File: src/rtl/slope_det_pkg.sv
package slope_det_pkg;

  typedef struct packed {
    logic clearCnt;
    logic loadRef;
    logic countEn;
    logic compare;
  } strobe_t;

endpackage

File: src/rtl/psd_control.sv
module psd_control
  import slope_det_pkg::*;
#(
  parameter int DROP_RUN = 2
) (
  input  logic    clk,
  input  logic    rstN,
  input  logic    pulseIn,
  input  logic    loadIn,
  input  logic    gateIn,
  input  logic    endIn,
  input  logic    dropIn,
  output strobe_t strb,
  output logic    detectOut,
  output logic    pendingOut
);

  localparam int RUN_W = $clog2(DROP_RUN + 1);

  logic [RUN_W-1:0] runCnt;
  logic             detectReg;

  // load has priority over the counting gate
  always_comb begin
    strb.clearCnt = loadIn;
    strb.loadRef  = loadIn;
    strb.countEn  = gateIn && pulseIn && !loadIn;
    strb.compare  = endIn;
  end

  always_ff @(posedge clk) begin
    if (!rstN) begin
      runCnt    <= '0;
      detectReg <= 1'b0;
    end else if (strb.compare) begin
      if (dropIn) begin
        if (int'(runCnt) < DROP_RUN) runCnt <= runCnt + 1'b1;
        if (int'(runCnt) + 1 >= DROP_RUN) detectReg <= 1'b1;
      end else begin
        runCnt <= '0;
      end
    end
  end

  assign detectOut  = detectReg;
  assign pendingOut = (runCnt != '0);

  // once raised, detection never falls outside reset
  p_detect_sticky_r7: assert property (@(posedge clk) disable iff (!rstN)
    detectReg |=> detectReg);

  // detection only rises out of a drop on an already pending run
  p_detect_cause_r7: assert property (@(posedge clk) disable iff (!rstN)
    (!detectReg && strb.compare && dropIn && runCnt == '0 && DROP_RUN > 1) |=> !detectReg);

  // a compare with no drop leaves nothing pending
  p_run_clear_r8: assert property (@(posedge clk) disable iff (!rstN)
    (strb.compare && !dropIn) |=> !pendingOut);

  // a drop always leaves a pending run
  p_run_set_r6: assert property (@(posedge clk) disable iff (!rstN)
    (strb.compare && dropIn) |=> pendingOut);

endmodule

File: src/rtl/psd_datapath.sv
module psd_datapath
  import slope_det_pkg::*;
#(
  parameter int CNT_W    = 10,
  parameter int DROP_MIN = 2
) (
  input  logic             clk,
  input  logic             rstN,
  input  strobe_t          strb,
  output logic             dropOut,
  output logic [CNT_W-1:0] peakOut
);

  localparam logic [CNT_W-1:0] CNT_MAX = {CNT_W{1'b1}};
  localparam logic [CNT_W-1:0] GAP_MIN = CNT_W'(DROP_MIN);

  logic [CNT_W-1:0] cntReg, cntNext, refReg, peakReg;
  logic             isAbove, isDrop;

  // next count is also the compared sample, so a pulse coinciding with the end strobe is included
  always_comb begin
    cntNext = cntReg;
    if (strb.clearCnt)                          cntNext = '0;
    else if (strb.countEn && cntReg != CNT_MAX) cntNext = cntReg + 1'b1;
  end

  always_comb begin
    isAbove = cntNext > refReg;
    isDrop  = (refReg >= cntNext) && ((refReg - cntNext) >= GAP_MIN);
  end

  always_ff @(posedge clk) begin
    if (!rstN) begin
      cntReg  <= '0;
      refReg  <= '0;
      peakReg <= '0;
    end else begin
      cntReg <= cntNext;
      if (strb.loadRef) refReg <= peakReg;
      if (strb.compare && isAbove) peakReg <= cntNext;
    end
  end

  assign dropOut = strb.compare && isDrop;
  assign peakOut = peakReg;

  // a full counter does not wrap
  p_no_overflow_r3: assert property (@(posedge clk) disable iff (!rstN)
    (cntReg == CNT_MAX && !strb.clearCnt) |=> cntReg == CNT_MAX);

  // load forces the counter to zero
  p_load_clear_r4: assert property (@(posedge clk) disable iff (!rstN)
    strb.clearCnt |=> cntReg == '0);

  // without an enable or clear the count holds
  p_idle_hold_r2: assert property (@(posedge clk) disable iff (!rstN)
    (!strb.clearCnt && !strb.countEn) |=> $stable(cntReg));

  // the peak only moves on a compare, and never downward
  p_peak_hold_r5: assert property (@(posedge clk) disable iff (!rstN)
    !strb.compare |=> $stable(peakReg));
  p_peak_mono_r5: assert property (@(posedge clk) disable iff (!rstN)
    strb.compare |=> peakReg >= $past(peakReg));

endmodule

File: src/rtl/peak_slope_detector.sv
module peak_slope_detector
  import slope_det_pkg::*;
#(
  parameter int CNT_W    = 10,
  parameter int DROP_MIN = 2,
  parameter int DROP_RUN = 2
) (
  input  logic             clk,
  input  logic             rstN,
  input  logic             pulseIn,
  input  logic             loadIn,
  input  logic             gateIn,
  input  logic             endIn,
  output logic             detectOut,
  output logic             pendingOut,
  output logic [CNT_W-1:0] peakOut
);

  strobe_t strb;
  logic    dropSig;

  psd_control #(.DROP_RUN(DROP_RUN)) uCtrl (
    .clk(clk), .rstN(rstN), .pulseIn(pulseIn), .loadIn(loadIn),
    .gateIn(gateIn), .endIn(endIn), .dropIn(dropSig), .strb(strb),
    .detectOut(detectOut), .pendingOut(pendingOut)
  );

  psd_datapath #(.CNT_W(CNT_W), .DROP_MIN(DROP_MIN)) uDp (
    .clk(clk), .rstN(rstN), .strb(strb), .dropOut(dropSig), .peakOut(peakOut)
  );

endmodule

File: config.mk
export PLATFORM = sky130hd
export DESIGN_NAME = peak_slope_detector
export DESIGN_NICKNAME = d
export VERILOG_FILES = /design/src/rtl/slope_det_pkg.sv /design/src/rtl/psd_control.sv /design/src/rtl/psd_datapath.sv /design/src/rtl/peak_slope_detector.sv
export SDC_FILE = /design/constraint.sdc
export NUM_CORES = 1
export LEC_CHECK = 0
export ABC_AREA = 0
export BUFFER_PORTS_ARGS = -buffer_cell sky130_fd_sc_hd__buf_2
export CAP_MARGIN = 0
export CORE_ASPECT_RATIO = 1.75
export CORE_MARGIN = 2
export CORE_UTILIZATION = 45
export CTS_CLUSTER_SIZE = 10
export DETAILED_ROUTE_END_ITERATION = 6
export PLACE_DENSITY = 0.66
export SLEW_MARGIN = 30
export SYNTH_ARGS = -nofsm -noshare
export SYNTH_HDL_FRONTEND = slang
export SYNTH_SLANG_ARGS = --single-unit
File: constraint.sdc
create_clock -name clk -period 3.2 [get_ports clk]
set_clock_uncertainty 0.2 [all_clocks]
set_input_delay 0.32 -clock clk [delete_from_list [all_inputs] [get_ports clk]]
set_output_delay 0.32 -clock clk [all_outputs]
set_load 0.01 [all_outputs]
## Yosys cells after proc, flatten, opt, wreduce, memory -nomap -nowiden

Index checks and enable logic that the tools add are counted.

| word-level totals | value |
|---|---|
| register bits after elaboration | 33 |
| input port bits | 6 |
| output and inout port bits | 12 |
| word-level logic and storage cells | 30 |

| cells by class | value |
|---|---|
| add/subtract/negate cells | 4 |
| $lt $le $gt $ge | 5 |
| equality and inequality tests | 2 |
| mux-type cells | 4 |
| reductions and logical operators | 10 |

Operators by type and width:

| kind | number |
|---|---|
| 32-bit by 3-bit greater-or-equal comparator with 1-bit output (second input constant) | 1 |
| 10-bit 2-to-1 mux | 2 |
| 10-bit by 1-bit adder with 10-bit output (second input constant) | 1 |
| 10-bit greater-or-equal comparator | 1 |
| 10-bit by 2-bit greater-or-equal comparator with 1-bit output (second input constant) | 1 |
| 10-bit > comparator | 1 |
| 10-bit != test (second input constant) | 1 |
| 10-bit subtractor | 1 |
| 1-bit logical AND | 6 |
| 2-bit 2-to-1 mux | 2 |
| 2-bit by 1-bit adder with 3-bit output (second input constant) | 1 |
| 3-bit AND reduction | 1 |
| 2-bit by 1-bit adder with 2-bit output (second input constant) | 1 |
| 2-bit less-than comparator (second input constant) | 1 |
| 2-bit by 1-bit != test with 1-bit output (second input constant) | 1 |
| 2-bit AND reduction | 1 |
| 2-bit nonzero test | 1 |
| 1-bit logical NOT | 1 |

## Logic depth before layout (Yosys ltp)

| depth | value |
|---|---|
| depth in word-level cells | 11 |
| gate-level depth with buffers | 15 |
| mapped depth without buffers | 14 |

## Modules after synthesis

Synthesis repeated with hierarchy kept, for this count alone.

| second synthesis, totals | value |
|---|---|
| cell total of the unflattened synthesis | 240 |
| area total of the unflattened synthesis | 2063.2 µm² |

By module, submodules not included:

| module | instances | cells each | area an instance (µm²) | sequential area each (µm²) |
|---|---|---|---|---|
| psd_datapath | 1 | 218 | 1864.3 | 600.6 |
| psd_control | 1 | 22 | 198.9 | 60.1 |

## Worst setup path before layout

Ideal clock, no wire load.

| timing path | value |
|---|---|
| path type | reg-to-reg |
| start | register uDp.cntReg[0] |
| end | register uCtrl.runCnt[1] |
| library setup time | 0.133 ns |
| arrival | 3.070 ns |
| required time | 2.867 ns |
| setup slack | -0.203 ns |
| stages on the path, launching flop included | 14 |
| path buffers | 0 |
| period minus slack after synthesis | 3.403 ns |
| cells stage by stage | dfxtp_1 -> ha_1 -> and3_1 -> a31o_2 -> o21ai_0 -> ha_1 -> inv_1 -> fa_1 -> a21o_1 -> a221o_1 -> o22ai_1 -> o311ai_0 -> nor4_2 -> a211oi_1 |

| on the way | value |
|---|---|
| longest elaborated chain between the ends | 10 |
| elaborated cells on any way between the ends | 13 |
| classes of those cells | add/sub: 2; order compare: 2; eq/ne: 2; mux: 3; reduce/logical: 4 |

RTL lines:

| element | line | RTL |
|---|---|---|
| start, declared | psd_datapath.sv:17 | `logic [CNT_W-1:0] cntReg, cntNext, refReg, peakReg;` |
| start signal, assigned | psd_datapath.sv:38 | `cntReg <= cntNext;` |
| branches (longest 2 deep; another with 10-bit by 1-bit adder with 10-bit output) | - |  |
| 10-bit 2-to-1 mux * | psd_datapath.sv:24 | `else if (strb.countEn && cntReg != CNT_MAX) cntNext = cntReg + 1'b1;` |
| 10-bit 2-to-1 mux * | psd_datapath.sv:23 | `if (strb.clearCnt) cntNext = '0;` |
| via uDp.cntNext[0] | psd_datapath.sv:17 |  |
| 10-bit subtractor | psd_datapath.sv:29 | `isDrop = (refReg >= cntNext) && ((refReg - cntNext) >= GAP_MIN);` |
| 10-bit by 2-bit greater-or-equal comparator with 1-bit output | psd_datapath.sv:29 |  |
| 1-bit logical AND * | psd_datapath.sv:29 |  |
| 1-bit logical AND * | psd_datapath.sv:44 | `assign dropOut = strb.compare && isDrop;` |
| 2-bit by 1-bit != test with 1-bit output (no source line) | - |  |
| 2-bit AND reduction (no source line) | - |  |
| end, declared | psd_control.sv:20 | `logic [RUN_W-1:0] runCnt;` |

Mark *: on every way through the listed nets, which the timed path passes.
A chain may end at the register's enable or synchronous reset.

## Worst setup path in the final report

Ends and elaborated chain as after synthesis.

==> run metrics <==
Top delay family on crit path compound AO/OA/AOI/OAI gates; Die W ~54 um; data required time of the critical path around 3.2 ns; post-synthesis adder-cell area fraction under 10%; met2 Track Usage GR between 40% and 50%; crit path DAT 3.30 ns; Longest Clk Path Bufs 2; crit path kind reg2reg; final worst slack -0.136 ns; met1 Track Usage GR between 20% and 30%; Max FO, Critical Path 4; Routed Antenna Nets 0; Die H 91.2 um; vias per cell 5.43; Initial DRC Count about 50; Sequential cell area 671 sq um; Synth Warn # 0; Via Count 1933; Ant. Diodes 0; Final Util a little over two thirds; global-route wire length before repair roughly 9 mm; critical path's slowest cell dfxtp_4; pin count of the biggest net entering global routing 30; Mapped Nets 249; clk root buf clkbuf_8; WP buf/inv 1; Max-Cap Viols 0; Fillers 326; initial antenna violation count 0; Final Hold Fails 0; simple-gate share of the synthesized area 22.8%; pwr dens between 300 and 400 nW/um^2; most frequent cells in the layout buf_4 (54), nor2_1 (38), dfxtp_1 (27), mux2i_1 (19), buf_2 (17); TritonCTS Buffers 5; Post-synth top flop dfxtp_1; P_leak between 1 and 1.5 nW; drt first pass iters 4; clock tree from TritonCTS yes; crit path cell chain ha_4 > and3_4 > a31o_4 > o21ai_4 > ha_2 > inv_2 > fa_2 > a21o_1 > a221o_1 > o22ai_2 > o311ai_4 > nor4_4 > a211oi_1; Max stage delay on crit path 0.36 ns; Initial Utilization between 40% and 50%; Routed WL 5.34 mm; crit share post-route 104%; hold crit path type in2reg; Synth cell types 50; Syn Inst Count 230; I/O Pins 18; PortBufs 17; CP Launch Type flop; Power Total 950 uW; syn_area_per_cell about 8.5 sq um; unrepaired setup endpoints after global routing true; setup violators final 4; total core area 4150 sq um; Die ar. 4900 sq um; fin. max-slew vios 0; crit path time final 3.34 ns; CTS clk-pin slew, worst paths 0.07 ns; wire per inst 15.0 um; status finished, violations left; Tightest Pin Transition 0.867 ns; Yosys reg bits 33; CP Capture Type flop; Synth-to-Final Area Change 47.8%; via count of the first global-routing pass 1991; Post-synth EDFFs 0; Synth Cell Area about 2000 sq um; H-tree Lvls 2; GRT Total Usage 23.9%; violated checks negative setup slack; multi-input logic area around 1400 sq um; Async S/R FF share, synth 0%; dpl hpwl 3.83 mm; Max Clk Rate approximately 300 MHz; mux contribution to synthesized area around 9.7%; register area share after synthesis about a third; max-slew headroom at the worst pin 42.1%; most common cell after layout, fill and taps aside buf_4; worst skew pair latency 0.29 ns; Compound-Gate Fraction of Synth Area 17.4%; nets approximately 330; setup_tns -0.438 ns; M3 GR Usage 3.29%; largest family of logic cells by synthesized area simple AND/OR/NAND/NOR gates; GP Congestion 0.824; TritonCTS Sinks 33; total grt overflow 0; busiest grt layer met2; Max rail drop VDD roughly 0.33 mV; XOR/XNOR share of the synthesized area 2.69%; share of cells above drive strength 1 43.3%; FP Rows 31; DRC viols 0
[worst reg2reg max path, stage by stage (launching register included)]
cell and delay, ns:
dfxtp_4 0.36, ha_4 0.17, and3_4 0.14, a31o_4 0.25, o21ai_4 0.15, ha_2 0.20
inv_2 0.04, fa_2 0.36, a21o_1 0.18, a221o_1 0.35, o22ai_2 0.22, o311ai_4 0.15
nor4_4 0.32, a211oi_1 0.11
[cells in the mapped netlist (3+ instances only)]
master	number	share of area [%]
nor2_1	39	7.5
dfxtp_1	33	34
mux2i_1	19	9.7
inv_1	17	3.3
a21oi_1	14	3.6
ha_1	12	7.7
nand2_1	9	1.7
nand3_1	8	2.1
o21ai_0	6	1.5
nand2b_1	5	1.6
xnor2_1	5	2.2
a211oi_1	4	1.5
nor2b_1	4	1.3
a21o_1	3	1.2
buf_2	3	0.77
clkbuf_1	3	0.58
o31ai_1	3	1.2
[layout make-up]
type / instances / area share, %
Inverter: 17 / 2.21
Multi-Input combinational cell: 173 / 49.5
Tap cell: 49 / 2.12
Sequential cell: 33 / 23.2
Clock buffer: 7 / 2.99
Timing Repair Buffer: 76 / 18.9
Clock inverter: 1 / 1.04
[repair_timing]
| action | in CTS | in global routing |
|---|---|---|
| pin swaps | 9 | 13 |
| buffers inserted | 1 | 4 |
| setup endpoints to repair | 13 | 13 |
| resized for setup | 21 | 25 |
| hold buffers | 0 | 0 |
[worst paths after layout]
check	start	end	cells past startpoint	slack, ns
worst min-delay path	endIn	uCtrl.runCnt[0]$_SDFFE_PN0P_	2	0.09
worst max-delay path	uDp.cntReg[0]$_SDFF_PN0_	uCtrl.runCnt[1]$_SDFFE_PN0P_	13	-0.14
worst min register to register	uCtrl.detectOut$_SDFFE_PN0P_	uCtrl.detectOut$_SDFFE_PN0P_	2	0.28
worst max register to register	uDp.cntReg[0]$_SDFF_PN0_	uCtrl.runCnt[1]$_SDFFE_PN0P_	13	-0.14
[per-layer routing]
layer / up-vias / routed length [um]
met2: 27 / 2990
met1: 920 / 2040
met3: 15 / 114
met4: 0 / 197
li1: 971 / -
met5: - / 0
[sequential cells by signal, indices dropped and copies added, names as in the netlist]
name	count
uCtrl.detectOut	1
uDp.peakOut	10
uDp.cntReg	10
uDp.refReg	10
uCtrl.runCnt	2
[where the power goes]
part	switching (mW)	internal [mW]
logic	0.0626	0.0592
clock network	0.154	0.254
registers	0.00399	0.416
total	0.221	0.729
[per-stage QoR]
step                cells  area [sq um]  setup slack [ns]  hold WS, ns
finish                356          2890            -0.136       0.0932
global route          356          2890            -0.247        0.112
CTS                   352          2730           -0.0641       0.0935
detailed placement    343          2510            -0.286        0.285
global placement      343          2510            -0.250        0.276
floorplan             230          1990           0.00539        0.214
[cell families (layout without fill, tap and decap cells)]
logic type,count (synthesis),count (layout)
multiplexers,19,19
adder cells (fa/ha/maj),13,13
AO/OA/AOI/OAI,49,49
buffers and inverters,24,101
flip-flops,33,33
AND/OR/NAND/NOR,86,86
XOR/XNOR,6,6
No activity file was read; power rests on OpenSTA's default activity.
